## src/rtl/deser_pkg.sv

```systemverilog
`timescale 1ns/1ps
package deser_pkg;
    typedef enum logic {
        EDGE_LOW  = 1'b0,
        EDGE_HIGH = 1'b1
    } edge_state_t;

    typedef enum logic {
        CONV_NIBBLE = 1'b0,
        CONV_OCTET  = 1'b1
    } conv_mode_t;
endpackage

```

## src/rtl/slip_detect.sv

```systemverilog
`timescale 1ns/1ps
module slip_detect
    import deser_pkg::*;
#(
    parameter int SYNC_STAGES = 2
) (
    input  logic clk,
    input  logic rst,
    input  logic sync_async,
    output logic slip_req
);
    logic [SYNC_STAGES-1:0] chain_q;
    logic                   sync_s;
    edge_state_t            state_q;
    edge_state_t            state_d;

    // Synchroniser chain for the asynchronous slip input
    always_ff @(posedge clk) begin
        if (rst) chain_q <= '0;
        else     chain_q <= {chain_q[SYNC_STAGES-2:0], sync_async};
    end

    always_comb sync_s = chain_q[SYNC_STAGES-1];

    // State register
    always_ff @(posedge clk) begin
        if (rst) state_q <= EDGE_LOW;
        else     state_q <= state_d;
    end

    // Next-state logic
    always_comb begin
        state_d = state_q;
        unique case (state_q)
            EDGE_LOW:  if (sync_s)  state_d = EDGE_HIGH;
            EDGE_HIGH: if (!sync_s) state_d = EDGE_LOW;
            default:                state_d = EDGE_LOW;
        endcase
    end

    // Output logic: one request on the EDGE_LOW -> EDGE_HIGH transition
    always_comb begin
        slip_req = 1'b0;
        unique case (state_q)
            EDGE_LOW:  slip_req = sync_s;
            EDGE_HIGH: slip_req = 1'b0;
            default:   slip_req = 1'b0;
        endcase
    end


    single_slip_per_pulse_chk: assert property (@(posedge clk) disable iff (rst)
        slip_req |=> !slip_req);


    slip_needs_high_chk: assert property (@(posedge clk) disable iff (rst)
        slip_req |-> (sync_s && !$past(sync_s)));
endmodule

```

## src/rtl/phase_divider.sv

```systemverilog
`timescale 1ns/1ps
module phase_divider #(
    parameter int WORD_W = 4
) (
    input  logic clk,
    input  logic rst,
    input  logic slip,
    output logic cap_lo,
    output logic cap_hi,
    output logic stb_lo_q,
    output logic stb_hi_q
);
    localparam int CNT_W = $clog2(2 * WORD_W);
    localparam int LO_W  = $clog2(WORD_W);

    logic [CNT_W-1:0] cnt_q;

    always_ff @(posedge clk) begin
        if (rst)        cnt_q <= '0;
        else if (!slip) cnt_q <= cnt_q + CNT_W'(1);
    end

    // Capture events fire on the last phase of each interval unless frozen
    always_comb begin
        cap_lo = !slip && (&cnt_q[LO_W-1:0]);
        cap_hi = !slip && (&cnt_q);
    end

    always_ff @(posedge clk) begin
        if (rst) begin
            stb_lo_q <= 1'b0;
            stb_hi_q <= 1'b0;
        end else begin
            stb_lo_q <= cap_lo;
            stb_hi_q <= cap_hi;
        end
    end


    slip_freezes_count_chk: assert property (@(posedge clk) disable iff (rst)
        slip |=> (cnt_q == $past(cnt_q)));


    wide_inside_narrow_chk: assert property (@(posedge clk) disable iff (rst)
        stb_hi_q |-> stb_lo_q);
endmodule

```

## src/rtl/word_shifter.sv

```systemverilog
`timescale 1ns/1ps
module word_shifter #(
    parameter int WORD_W = 4
) (
    input  logic              clk,
    input  logic              rst,
    input  logic              din,
    input  logic              cap,
    output logic [WORD_W-1:0] word_q
);
    logic [WORD_W-2:0] hist_q;
    logic [WORD_W-1:0] hist_next;

    // Newest bit enters at the top, so the oldest ends in bit 0
    always_comb hist_next = {din, hist_q};

    always_ff @(posedge clk) begin
        if (rst) begin
            hist_q <= '0;
            word_q <= '0;
        end else begin
            hist_q <= hist_next[WORD_W-1:1];
            if (cap) word_q <= hist_next;
        end
    end


    word_moves_on_capture_chk: assert property (@(posedge clk) disable iff (rst)
        !$stable(word_q) |-> ($past(cap) || $past(rst)));
endmodule

```

## src/rtl/serial_deser4.sv

```systemverilog
`timescale 1ns/1ps
module serial_deser4
    import deser_pkg::*;
#(
    parameter int WORD_W      = 4,
    parameter int SYNC_STAGES = 2
) (
    input  logic              clk,
    input  logic              rst,
    input  logic              ser_a,
    input  logic              ser_b,
    input  logic              sel_a,
    input  logic              mode8,
    input  logic              sync_in,
    output logic [WORD_W-1:0] par_q,
    output logic              div4_stb,
    output logic              div8_stb
);
    logic       bit_in;
    logic       slip_req;
    logic       cap_lo;
    logic       cap_hi;
    logic       cap_en;
    conv_mode_t mode_e;

    always_comb bit_in = sel_a ? ser_a : ser_b;
    always_comb mode_e = conv_mode_t'(mode8);

    always_comb begin
        cap_en = cap_lo;
        unique case (mode_e)
            CONV_NIBBLE: cap_en = cap_lo;
            CONV_OCTET:  cap_en = cap_hi;
            default:     cap_en = cap_lo;
        endcase
    end

    slip_detect #(.SYNC_STAGES(SYNC_STAGES)) u_slip (
        .clk       (clk),
        .rst       (rst),
        .sync_async(sync_in),
        .slip_req  (slip_req)
    );

    phase_divider #(.WORD_W(WORD_W)) u_div (
        .clk     (clk),
        .rst     (rst),
        .slip    (slip_req),
        .cap_lo  (cap_lo),
        .cap_hi  (cap_hi),
        .stb_lo_q(div4_stb),
        .stb_hi_q(div8_stb)
    );

    word_shifter #(.WORD_W(WORD_W)) u_shift (
        .clk   (clk),
        .rst   (rst),
        .din   (bit_in),
        .cap   (cap_en),
        .word_q(par_q)
    );


    narrow_strobe_single_chk: assert property (@(posedge clk) disable iff (rst)
        div4_stb |=> !div4_stb);


    wide_refresh_on_strobe_chk: assert property (@(posedge clk) disable iff (rst)
        (!$stable(par_q) && $past(mode8) && !$past(rst)) |-> div8_stb);


    narrow_refresh_on_strobe_chk: assert property (@(posedge clk) disable iff (rst)
        (!$stable(par_q) && !$past(rst)) |-> div4_stb);
endmodule

```

## config.mk

```make
export PLATFORM = sky130hd
export DESIGN_NAME = serial_deser4
export DESIGN_NICKNAME = d
export VERILOG_FILES = /design/src/rtl/deser_pkg.sv /design/src/rtl/slip_detect.sv /design/src/rtl/phase_divider.sv /design/src/rtl/word_shifter.sv /design/src/rtl/serial_deser4.sv
export SDC_FILE = /design/constraint.sdc
export NUM_CORES = 1
export LEC_CHECK = 0
export ABC_CLOCK_PERIOD_IN_PS = 1290
export BUFFER_PORTS_ARGS = -buffer_cell sky130_fd_sc_hd__buf_2
export CORE_MARGIN = 10
export CORE_UTILIZATION = 43
export CTS_BUF_LIST = sky130_fd_sc_hd__clkbuf_4 sky130_fd_sc_hd__clkbuf_8 sky130_fd_sc_hd__clkbuf_16
export CTS_CLUSTER_SIZE = 16
export DETAILED_ROUTE_END_ITERATION = 8
export PLACE_DENSITY = 0.69
export SLEW_MARGIN = 10
export SYNTH_ARGS = -nofsm -noshare
export SYNTH_HDL_FRONTEND = slang
export SYNTH_SLANG_ARGS = --single-unit
```

## constraint.sdc

```tcl
create_clock -name clk -period 1.29 [get_ports clk]
set_input_delay 0.258 -clock clk [delete_from_list [all_inputs] [get_ports clk]]
set_output_delay 0.258 -clock clk [all_outputs]
set_load 0.05 [all_outputs]
```

==> reports/results.tsv <==
metric	value	unit
drt_iter0_drc	1	
dieArea	3150	sq um
status	finished with violations	
h-tree-depth	1	
peakVddDrop	0.770	mV
synthCells	47	
period_share	1.08	
grt_antenna_before_repair	0	
cts.clk_slew.worst_paths	0.08	ns
ys_seq_area_frac	0.536	
nets	75	
r2r_slack	-0.1	ns
endpoint_kind	register	
rr_worst_depth	5	
startpoint_type	register	
power_frac_seq	0.578	
setup_viol	3	
io_pins	13	
ys_ff_latch	15	
row_count	12	
mostFrequentLayoutCell	dfxtp_1	
wire_per_inst	11.6	um
cts_tree	yes	
gr-total-overflow	0	
wirelength	915	um
ys_types	14	
drive_gt1_frac	0.462	
io_buffers	12	
syn_nets	56	
reg2reg_from	u_div.cnt_q[0]	
start_util	0.479	
min_period	1.39	ns
globalRouteTotalUtil	0.0567	
internal_power	0.675	mW
layout_setup_ws	-0.0975	ns
yosysWarnings	0	
clkPwrFrac	0.315	
postCtsHoldBufs	0	
vias_per_cell	4.61	
grt_pass1_wl	1410	um
cts.sinks	15	
area_delta_synth_final	27.2	%
n_antenna_cell	0	
switching_share	0.217	
vias	364	
ctsLongestPathBuffers	2	
die_width	56.1	um
grt_start_max_net_pins	17	
fmax	0.721	GHz
switching_power	0.187	mW
p_per_area	1210	nW/um^2
finalMaxSlewViolations	0	
power_frac_comb	0.106	
cp_max_fo	4	
dr.pass1.iters	2	
violations	negative setup slack	
drc	0	
ctsRootBufferMaster	clkbuf_4	
clk_latency	0.27	ns
fin_setup_tns	-0.291	ns
cts_made_buffers	3	
r2r_end	u_shift.word_q[3]	
tightest_slew	0.268	ns
die_y	56.1	um
whs_endpoint	u_slip.chain_q[0]	
drv_cap	0	
syn_area	561	sq um
required	1.46	ns
critPathKind	reg -> reg	
critPathArrivalTime	1.56	ns
final_cell_mix	13 x dfxtp_1, 12 x buf_2, 9 x nor2b_1	
slew_headroom	0.822	
grt_pass1_vias	337	
rsz0062_at_grt	true	
holdWs	0.194	ns
ant_nets	0	
hp-class	in -> reg	
leakagePower	0.325	nW
finalWeightedCongestion	0.585	
skew	0.00313	ns
hold_viol	0	
avgSynthCellArea	11.9	sq um
post-dp-hpwl	687	um
hold_path.startpoint	sync_in	
holdPathStages	2	
coreArea	1170	sq um
fill_cells	113	
## power groups by stage
stage / Sequential (mW) / Clock [mW] / Combinational, mW
2_1_floorplan: 0.518 / 0 / 0.0529
3_3_place_gp: 0.509 / 0 / 0.0858
3_5_place_dp: 0.510 / 0 / 0.0876
4_1_cts: 0.499 / 0.288 / 0.0923
5_1_grt: 0.501 / 0.307 / 0.104
6_report: 0.499 / 0.272 / 0.0917
## critical path, stage by stage (launching register included)
cell and delay [ns]:
dfxtp_2 0.34, ha_4 0.16, ha_4 0.15, mux2i_2 0.16
or2_4 0.18, mux2_4 0.29
## synth_stat cells
library cell,count,share of area
nor2b_4,1,0.025
nand2b_1,1,0.011
nor2b_1,9,0.10
buf_6,1,0.020
nor2_1,4,0.027
xor2_1,1,0.016
or2_4,1,0.016
mux2i_1,4,0.071
mux2_4,3,0.080
buf_2,1,0.0089
dfxtp_1,15,0.54
nor3b_1,2,0.027
ha_1,2,0.045
o21ai_0,2,0.018
## stage by stage
step           std cells  instance area, sq um   util  setup WS [ns]  power, mW
3_5_place_dp          73                   664  0.567         -0.116      0.597
4_1_cts               79                   709  0.606         -0.108      0.879
5_1_grt               79                   713  0.609         -0.152      0.911
2_1_floorplan         47                   588      -        -0.0493      0.571
3_3_place_gp          73                   664  0.567        -0.0857      0.595
6_report              79                   713  0.609        -0.0975      0.862
## metal layers
| layer | global-route usage | up-vias | routed length [um] |
|---|---|---|---|
| met3 | 0.0501 | 0 | 65 |
| met1 | 0.0588 | 165 | 405 |
| li1 | - | 190 | - |
| met5 | 0 | - | 0 |
| met4 | 0.0102 | 0 | 0 |
| met2 | 0.0850 | 9 | 445 |
## registers in the layout, summed over array words and instances, names as in the netlist
name and count:
u_shift.word_q 4, u_div.cnt_q 3, u_shift.hist_q 3, u_slip.chain_q 2, u_div.stb_hi_q 1, u_div.stb_lo_q 1
u_slip.state_q 1
## timing repair
action	CTS	global route
buffers inserted	2	0
gates resized for setup	0	1
pin swaps	2	0
setup endpoints to repair	3	3
## final cells by class
cell class	instances	area, sq um	share of cell area
Timing Repair Buffer	16	90.1	0.126
Clock buffer	4	30.0	0.0421
Multi-Input combinational cell	30	273	0.382
Sequential cell	15	303	0.425
Tap cell	14	17.5	0.0246
## logic make-up after synthesis
logic type / after synthesis / synth area share
buffers and inverters: 2 / 0.0290
DFF: 15 / 0.536
muxes: 7 / 0.152
xor gates and xnor gates: 1 / 0.0156
AOI/OAI and AO/OA: 2 / 0.0179
and+or+nand+nor: 18 / 0.205
adders and majority gates: 2 / 0.0446
## worst max path at each step
stage	depth (start not counted)	slack, ns	end	start
detailed placement	5	-0.12	u_shift.word_q[2]	u_div.cnt_q[1]
finish	5	-0.1	u_shift.word_q[3]	u_div.cnt_q[0]
global placement	5	-0.09	u_shift.word_q[2]	u_div.cnt_q[1]
CTS	5	-0.11	u_shift.word_q[2]	u_div.cnt_q[0]
global route	5	-0.15	u_shift.word_q[1]	u_div.cnt_q[0]
floorplan	5	-0.05	u_shift.word_q[1]	u_div.cnt_q[0]
No activity file was read; power rests on OpenSTA's default activity.
